## config.mk

```make
export PLATFORM = sky130hd
export DESIGN_NAME = pulse_swallow_divider
export DESIGN_NICKNAME = d
export VERILOG_FILES = /design/src/rtl/psd_pkg.sv /design/src/rtl/psd_prescaler.sv /design/src/rtl/psd_swallow_main.sv /design/src/rtl/psd_ref_div.sv /design/src/rtl/pulse_swallow_divider.sv
export SDC_FILE = /design/constraint.sdc
export NUM_CORES = 1
export LEC_CHECK = 0
export BUFFER_PORTS_ARGS = -buffer_cell sky130_fd_sc_hd__clkbuf_2
export CORE_MARGIN = 5
export CORE_UTILIZATION = 30
export CTS_CLUSTER_DIAMETER = 120
export CTS_CLUSTER_SIZE = 16
export DETAILED_ROUTE_END_ITERATION = 10
export GPL_ROUTABILITY_DRIVEN = 1
export PLACE_DENSITY_LB_ADDON = 0.25
export SYNTH_ARGS = -nofsm -noshare
export SYNTH_HDL_FRONTEND = slang
export SYNTH_SLANG_ARGS = --single-unit
export TNS_END_PERCENT = 1
```

## constraint.sdc

```tcl
create_clock -name clk -period 6 [get_ports clk]
set_input_delay 1.2 -clock clk [delete_from_list [all_inputs] [get_ports clk]]
set_output_delay 1.2 -clock clk [all_outputs]
set_load 0.02 [all_outputs]
```

## src/rtl/psd_pkg.sv

```systemverilog
package psd_pkg;

   localparam int unsigned PSD_P_LO = 64;
   localparam int unsigned PSD_A_W  = 7;
   localparam int unsigned PSD_N_W  = 11;
   localparam int unsigned PSD_R_W  = 14;

   typedef enum logic {
      MOD_BASE  = 1'b0,
      MOD_EXTRA = 1'b1
   } mod_e;

   function automatic int unsigned hi_mod(input int unsigned p_lo);
      return 2 * p_lo;
   endfunction

endpackage

```

## src/rtl/psd_prescaler.sv

```systemverilog
module psd_prescaler
   import psd_pkg::*;
#(
   parameter int unsigned P_LO = PSD_P_LO
) (
   input  logic clk,
   input  logic rst_n,
   input  logic run,
   input  logic tick,
   input  logic sel_lo,
   input  mod_e mode,
   output logic cyc_done
);
   localparam int unsigned P_HI = hi_mod(P_LO);
   localparam int unsigned CW   = $clog2(P_HI + 1);

   generate
      if (P_LO < 2) begin : g_bad_p
         $error("psd_prescaler: P_LO must be at least 2");
      end
   endgenerate

   logic [CW-1:0] cnt_q;
   logic [CW-1:0] last_c;

   always_comb begin
      last_c = sel_lo ? CW'(P_LO - 1) : CW'(P_HI - 1);
      if (mode == MOD_EXTRA) last_c = last_c + CW'(1);
   end

   assign cyc_done = run && tick && (cnt_q == last_c);

   always_ff @(posedge clk or negedge rst_n) begin
      if (!rst_n)        cnt_q <= '0;
      else if (!run)     cnt_q <= '0;
      else if (tick)     cnt_q <= cyc_done ? '0 : cnt_q + CW'(1);
   end


   pre_range_chk: assert property (@(posedge clk) disable iff (!rst_n)
      cnt_q <= CW'(P_HI));

endmodule

```

## src/rtl/psd_swallow_main.sv

```systemverilog
module psd_swallow_main
   import psd_pkg::*;
#(
   parameter int unsigned A_W = PSD_A_W,
   parameter int unsigned N_W = PSD_N_W
) (
   input  logic           clk,
   input  logic           rst_n,
   input  logic           run,
   input  logic           cyc_done,
   input  logic [A_W-1:0] ld_a,
   input  logic [N_W-1:0] ld_n,
   output mod_e           mode,
   output logic           frame_end,
   output logic           fb_pulse
);
   generate
      if (A_W < 1 || A_W >= N_W) begin : g_bad_w
         $error("psd_swallow_main: need 1 <= A_W < N_W");
      end
   endgenerate

   logic [A_W-1:0] swal_q;
   logic [N_W-1:0] main_q;

   assign mode      = (swal_q != '0) ? MOD_EXTRA : MOD_BASE;
   assign frame_end = cyc_done && (main_q == N_W'(1));

   always_ff @(posedge clk or negedge rst_n) begin
      if (!rst_n) begin
         swal_q   <= '0;
         main_q   <= '0;
         fb_pulse <= 1'b0;
      end else if (!run) begin
         swal_q   <= ld_a;
         main_q   <= ld_n;
         fb_pulse <= 1'b0;
      end else begin
         fb_pulse <= frame_end;
         if (frame_end) begin
            swal_q <= ld_a;
            main_q <= ld_n;
         end else if (cyc_done) begin
            main_q <= main_q - N_W'(1);
            if (swal_q != '0) swal_q <= swal_q - A_W'(1);
         end
      end
   end


   fb_single_chk: assert property (@(posedge clk) disable iff (!rst_n)
      fb_pulse |=> !fb_pulse);


   fb_hold_chk: assert property (@(posedge clk) disable iff (!rst_n)
      !run |=> !fb_pulse);

endmodule

```

## src/rtl/psd_ref_div.sv

```systemverilog
module psd_ref_div
   import psd_pkg::*;
#(
   parameter int unsigned R_W = PSD_R_W
) (
   input  logic           clk,
   input  logic           rst_n,
   input  logic           run,
   input  logic           tick,
   input  logic [R_W-1:0] ld_r,
   output logic           ref_pulse
);
   generate
      if (R_W < 2) begin : g_bad_r
         $error("psd_ref_div: R_W must be at least 2");
      end
   endgenerate

   logic [R_W-1:0] r_act_q;
   logic [R_W-1:0] cnt_q;
   logic           term;

   assign term = run && tick && (cnt_q == r_act_q - R_W'(1));

   always_ff @(posedge clk or negedge rst_n) begin
      if (!rst_n) begin
         r_act_q   <= '0;
         cnt_q     <= '0;
         ref_pulse <= 1'b0;
      end else if (!run) begin
         r_act_q   <= ld_r;
         cnt_q     <= '0;
         ref_pulse <= 1'b0;
      end else begin
         ref_pulse <= term;
         if (term) begin
            cnt_q   <= '0;
            r_act_q <= ld_r;
         end else if (tick) begin
            cnt_q <= cnt_q + R_W'(1);
         end
      end
   end


   ref_single_chk: assert property (@(posedge clk) disable iff (!rst_n)
      ref_pulse |=> !ref_pulse);


   ref_range_chk: assert property (@(posedge clk) disable iff (!rst_n)
      (run && $past(run)) |-> (cnt_q < r_act_q));


   ref_hold_chk: assert property (@(posedge clk) disable iff (!rst_n)
      !run |=> !ref_pulse);

endmodule

```

## src/rtl/pulse_swallow_divider.sv

```systemverilog
module pulse_swallow_divider
   import psd_pkg::*;
#(
   parameter int unsigned P_LO = PSD_P_LO,
   parameter int unsigned A_W  = PSD_A_W,
   parameter int unsigned N_W  = PSD_N_W,
   parameter int unsigned R_W  = PSD_R_W
) (
   input  logic           clk,
   input  logic           rst_n,
   input  logic           run_en,
   input  logic           vco_tick,
   input  logic           ref_tick,
   input  logic           pre_low_sel,
   input  logic [A_W-1:0] a_val,
   input  logic [N_W-1:0] n_val,
   input  logic [R_W-1:0] r_val,
   output logic           fb_pulse,
   output logic           ref_pulse
);
   logic sw_act_q;
   logic cyc_done;
   logic frame_end;
   mod_e mode;

   always_ff @(posedge clk or negedge rst_n) begin
      if (!rst_n)                 sw_act_q <= 1'b1;
      else if (!run_en || frame_end) sw_act_q <= pre_low_sel;
   end

   psd_prescaler #(.P_LO(P_LO)) u_pre (
      .clk      (clk),
      .rst_n    (rst_n),
      .run      (run_en),
      .tick     (vco_tick),
      .sel_lo   (sw_act_q),
      .mode     (mode),
      .cyc_done (cyc_done)
   );

   psd_swallow_main #(.A_W(A_W), .N_W(N_W)) u_cnt (
      .clk       (clk),
      .rst_n     (rst_n),
      .run       (run_en),
      .cyc_done  (cyc_done),
      .ld_a      (a_val),
      .ld_n      (n_val),
      .mode      (mode),
      .frame_end (frame_end),
      .fb_pulse  (fb_pulse)
   );

   psd_ref_div #(.R_W(R_W)) u_ref (
      .clk       (clk),
      .rst_n     (rst_n),
      .run       (run_en),
      .tick      (ref_tick),
      .ld_r      (r_val),
      .ref_pulse (ref_pulse)
   );


   sw_frame_chk: assert property (@(posedge clk) disable iff (!rst_n)
      ($past(run_en) && !$stable(sw_act_q)) |-> fb_pulse);

endmodule

```

# Word level (Yosys, flattened, before mapping)
# Index checks and enable logic that the tools add are counted.
[word_totals] regBits=57 input_bits=38
[classes] n_addsub=6 eq_ne=8 reduce_logical=9 muxes=20
[ops] cell="two-way mux 14 bit" count=5
[ops] cell="two-way mux 7 bit" count=5
[ops] cell="two-way mux 11 bit" count=3
[ops] cell="two-way mux 8 bit" count=4
[ops] cell="adder 8 x 1 -> 8 bit (second input constant)" count=2
[ops] cell="adder 14 x 1 -> 14 bit (second input constant)" count=1
[ops] cell="equality test 14 bit" count=1
[ops] cell="subtractor 14 x 1 -> 14 bit (second input constant)" count=1
[ops] cell="equality test 11 x 1 -> 1 bit (second input constant)" count=1
[ops] cell="subtractor 11 x 1 -> 11 bit (second input constant)" count=1
[ops] cell="inequality test 3 x 1 -> 1 bit (second input constant)" count=3
[ops] cell="equality test 8 bit" count=1
[ops] cell="nonzero test 7 bit" count=1
[ops] cell="subtractor 7 x 1 -> 7 bit (second input constant)" count=1
[ops] cell="logical AND 1 bit" count=5
[ops] cell="inequality test 2 x 1 -> 1 bit (second input constant)" count=2
[ops] cell="two-way mux 1 bit" count=3
[ops] cell="AND reduction 2 bit" count=1
[ops] cell="zero test 1 bit" count=1
[ops] cell="logical OR 1 bit" count=1

# Logic depth before layout (Yosys ltp)
[depth] depth_word=8 depth_mapped=13 ltp_nobuf=11

# Cells and area by module
# A second synthesis with hierarchy kept.
[unflattened] cells_unflattened=388 area_unflattened_um2=3612.2
[modules_own_cells] mod="psd_ref_div" area_each_um2=1786.7 instances=1 seq_area_each_um2=725.7 cells_each=178
[modules_own_cells] mod="psd_swallow_main" area_each_um2=1286.2 instances=1 seq_area_each_um2=475.5 cells_each=151
[modules_own_cells] mod="psd_prescaler" area_each_um2=491.7 instances=1 seq_area_each_um2=200.2 cells_each=56
[modules_own_cells] mod="pulse_swallow_divider" area_each_um2=47.5 instances=1 seq_area_each_um2=26.3 cells_each=3

# Least setup slack after synthesis
# No wires, ideal clock.
[synth_path] kind="register -> register" start="register u_cnt.swal_q[0]" end="register u_cnt.main_q[6]" t_arrival_ps=3574 stages_incl_launch_ff=13 path_slack_ps=2283 n_path_buf=1 synth_period_minus_slack_ps=3717 path_cell_list="dfrtp_1 > inv_1 > ha_1 > or4b_2 > nor3_1 > inv_1 > ha_1 > xor2_1 > a211oi_2 > a31oi_1 > clkbuf_1 > mux2i_1 > a22oi_1"
[synth_via] elab_chain_cells=8
[synth_lines] item="from (decl)" line="psd_swallow_main.sv:23" text="logic [A_W-1:0] swal_q;"
[synth_lines] item="from (signal assigned)" line="psd_swallow_main.sv:35" text="swal_q <= ld_a;"
[synth_lines] item="from (signal assigned)" line="psd_swallow_main.sv:41" text="swal_q <= ld_a;"
[synth_lines] item="from (signal assigned)" line="psd_swallow_main.sv:45" text="if (swal_q != '0) swal_q <= swal_q - A_W'(1);"
[synth_lines] item="nonzero test 7 bit *" line="psd_swallow_main.sv:26" text="assign mode = (swal_q != '0) ? MOD_EXTRA : MOD_BASE;"
[synth_lines] item="two-way mux 1 bit *" line="psd_swallow_main.sv:26"
[synth_lines] item="two-way mux 8 bit *" line="psd_prescaler.sv:28" text="if (mode == MOD_EXTRA) last_c = last_c + CW'(1);"
[synth_lines] item="equality test 8 bit *" line="psd_prescaler.sv:31" text="assign cyc_done = run && tick && (cnt_q == last_c);"
[synth_lines] item="logical AND 1 bit *" line="psd_prescaler.sv:31"
[synth_lines] item="logical AND 1 bit" line="psd_swallow_main.sv:27" text="assign frame_end = cyc_done && (main_q == N_W'(1));"
[synth_lines] item="two-way mux 11 bit" line="psd_swallow_main.sv:40" text="if (frame_end) begin"
[synth_lines] item="two-way mux 11 bit" line="psd_swallow_main.sv:34" text="end else if (!run) begin"
[synth_lines] item="to (signal assigned)" line="psd_swallow_main.sv:36" text="main_q <= ld_n;"
[synth_lines] item="to (signal assigned)" line="psd_swallow_main.sv:42" text="main_q <= ld_n;"
[synth_lines] item="to (signal assigned)" line="psd_swallow_main.sv:44" text="main_q <= main_q - N_W'(1);"
[synth_lines] item="to (decl)" line="psd_swallow_main.sv:24" text="logic [N_W-1:0] main_q;"
# Every way passes the cells marked *; elsewhere a longest branch is shown, timed or not.
# A chain may end at the register's enable or synchronous reset.

# Worst setup path in the final report
[layout_path] start="register u_cnt.swal_q[0]" end="register u_cnt.swal_q[6]"
[layout_via] elab_chain_cells=8
[layout_lines] item="nonzero test 7 bit" line="psd_swallow_main.sv:26, psd_swallow_main.sv:45"
[layout_lines] item="two-way mux 1 bit" line="psd_swallow_main.sv:26"
[layout_lines] item="two-way mux 8 bit" line="psd_prescaler.sv:28"
[layout_lines] item="equality test 8 bit" line="psd_prescaler.sv:31"
[layout_lines] item="logical AND 1 bit" line="psd_prescaler.sv:31"
[layout_lines] item="logical AND 1 bit" line="psd_swallow_main.sv:27"
[layout_lines] item="inequality test 3 x 1 -> 1 bit (no source line) or two-way mux 7 bit (tied branches)"
[layout_lines] item="AND reduction 2 bit (no source line) or two-way mux 7 bit (tied branches)"
# Several ways; a longest one is shown, not always the timed one. The select of a mux whose other input is x is not followed.

==> flow_summary.ini <==
[floorplan]
rows = 39
io-pin-count = 40
fp.dieH_um = 118
die_x_um = 118
coreArea_um2 = 11500
dieArea_um2 = 14000
start_util_pct = 30.7

[clock_tree]
cts_max_level = 3
tritoncts = yes
post-cts-setup-buffers = 0
cts_root_buf = clkbuf_16
clock_sinks = 57
cts_hold_repair.buffers = 0
cts.path.max_buffers = 2
clk_latency_ns = 0.33
clk_pin_slew_ns = 0.05
cts-buffers-inserted = 9
cts_resized = 0

[final_layout]
finalNetCount = 449
drive_gt1_share_pct = 21.1
instances_no_fill = 550
antenna_cells = 0
area_growth_pct = 18.2

[yosys]
synth-edff-count = 0
ys_types = 59
synth_area_leader_cell = dfrtp_1
synthArstFlopShare_pct = 100
postSynthCellCount = 366
avgSynthCellArea_um2 = 9.62
syn-cell-area_um2 = 3520
synth-seq-cells = 57
yosysSeqAreaShare_pct = 40.5
netlist.area_leader.share_pct = 39.8
synth_area_leaders = dfrtp_1 (40%), xor2_1 (4.2%), mux2_2 (3.8%)
synth_flop_cell = dfrtp_1
synth_most_common_cell = dfrtp_1
ys_warn_count = 0
synth_common_cells = dfrtp_1 (56), nand2_1 (32), nor2_1 (30)
syn_nets = 411

[placement]
dp_slack_ns = 2.05
dp_hpwl_mm = 5.83
io_buffer_count = 39
dp.cells = 536
place_congestion = 0.800

[critical_path]
rr_endpoint = u_cnt.swal_q[6]
reg2reg_slack_ns = 2.05
path_class = flop to flop
critPathSlowestCell = or4b_2
startpoint_type = flop
crit_buf_inv = 2
path_depth = 11
arrival_ns = 4.16
slowest_delay_ns = 0.61
worstReg2RegStart = u_cnt.swal_q[0]
reg2reg_depth = 11
crit_end = u_cnt.swal_q[6]
cp-startpoint = u_cnt.swal_q[0]
critPathTopFamily = compound AO/OA/AOI/OAI gates
crit_fanout = 20
crit_chain = inv_1 -> ha_1 -> or4b_2 -> nor3_1 -> inv_1 -> ha_1 -> xor2_1 -> a211oi_2 -> a21o_1 -> o21ai_0 -> a22o_1
cp.required_ns = 6.21
crit_path_end_kind = flop

[flow_run]
maxCapViolations = 0

[global_routing]
grt_pass1_vias = 2949
antenna_found_initial = 0
grt_overflow = 0
grt_use_total_pct = 12.5
grt_pass1_wl_mm = 14.3
grt_start_max_net_pins = 58

[routing]
wl_mm = 8.24
vias_per_cell = 5.21
ant_nets = 0
vias = 2863
detail_route.wl_per_cell_um = 15.0
drt_pass1_iterations = 4
post-route-drc-count = 0
drtIter0Drc = 160

[timing]
period_share_pct = 65.8
finalHoldViolCount = 0
finalCriticalPeriod_ns = 3.95
slew_viol_final = 0
fin_skew_ns = 0.00744
setup_viol = 0
tightest_slew_ns = 0.775
fin_setup_tns_ns = 0
max_slew_margin_pct = 48.3
rsz0062_at_grt = no
fmax_mhz = 253
layout_setup_ws_ns = 2.05

[power_and_ir_drop]
power_density_nw_per_um2 = 283
finalPower_mw = 1.18
ir_drop_mv = 0.229
leakage_nw = 1.83

[min_path]
min_path_cells = 2
hold_class = flop to flop

[status]
outcome = completed
## cell usage in the layout, fill, tap and decap left out, drive strengths merged, types with 3 or more instances in the layout
| master | n |
|---|---|
| a22o | 4 |
| nor2 | 30 |
| xnor2 | 15 |
| nand2 | 32 |
| a21oi | 10 |
| xor2 | 17 |
| mux2 | 18 |
| inv | 19 |
| a31oi | 4 |
| a22oi | 9 |
| ha | 7 |
| clkbuf | 50 |
| buf | 4 |
| or4 | 5 |
| nor4 | 8 |
| nand2b | 5 |
| mux2i | 9 |
| o21ai | 14 |
| and4 | 4 |
| nor3 | 9 |
| nand3 | 17 |
| o211ai | 3 |
| o22a | 3 |
| dfrtp | 56 |
| a21o | 3 |
| nand4 | 8 |
| o31ai | 3 |
| and3 | 7 |
## metrics by stage
step / hold WS [ns] / util (%) / area, µm²
after floorplan: 0.479 / - / 3520
after global placement: 0.506 / 33.5 / 3840
after detailed placement: 0.504 / 33.5 / 3840
after CTS: 0.518 / 36.3 / 4160
after global routing: 0.559 / 36.3 / 4160
final: 0.514 / 36.3 / 4160
## worst reg2reg max path, cell delays in order (launching register included)
cell and delay [ns]:
dfrtp_1 0.40, inv_1 0.07, ha_1 0.18, or4b_2 0.61
nor3_1 0.35, inv_1 0.16, ha_1 0.32, xor2_1 0.17
a211oi_2 0.54, a21o_1 0.61, o21ai_0 0.21, a22o_1 0.22
## how the worst min path moves through the flow
stage	from	to
after floorplan	u_pre.cnt_q[5]	u_pre.cnt_q[5]
after global placement	u_cnt.main_q[8]	u_cnt.main_q[8]
after CTS	sw_act_q	sw_act_q
final	sw_act_q	sw_act_q
after global routing	u_cnt.main_q[8]	u_cnt.main_q[8]
after detailed placement	sw_act_q	sw_act_q
## routing by layer
layer	global-route usage [%]	wire length (µm)	vias up
li1	-	-	1411
met1	16.1	3820	1376
met2	19.5	3980	72
met3	4.44	399	4
met4	4.01	44	0
met5	0	0	-
## cells by family (layout without fill, tap and decap cells)
logic type,count (synthesis),in the layout,synth area share [%]
mux,27,27,8.96
simple gates,137,137,20.1
buf+inv,35,76,4.55
compound gates,71,71,15.4
xor+xnor,32,32,7.96
fa+ha+maj,7,7,2.49
flops,57,57,40.5
## power breakdown
| part | internal (mW) | switching, mW | leakage [nW] |
|---|---|---|---|
| registers | 0.419 | 0.0440 | 0.708 |
| logic | 0.0780 | 0.0889 | 0.962 |
| clock network | 0.380 | 0.169 | 0.157 |
## state kept, by name, summed over array words and instances (netlist names)
name / flops
sw_act_q: 1
u_cnt.fb_pulse: 1
u_cnt.main_q: 11
u_cnt.swal_q: 7
u_pre.cnt_q: 8
u_ref.cnt_q: 14
u_ref.r_act_q: 14
u_ref.ref_pulse: 1
## final cells by class
| type | instances | area [µm²] |
|---|---|---|
| multi-input combinational | 274 | 1940 |
| clock inverter | 3 | 65.1 |
| clock buffer | 11 | 253 |
| fill | 1150 | 7310 |
| inverter | 19 | 71.3 |
| sequential | 57 | 1430 |
| timing repair buffer | 43 | 225 |
| tap | 143 | 179 |
Power figures use the tool's default switching activity.
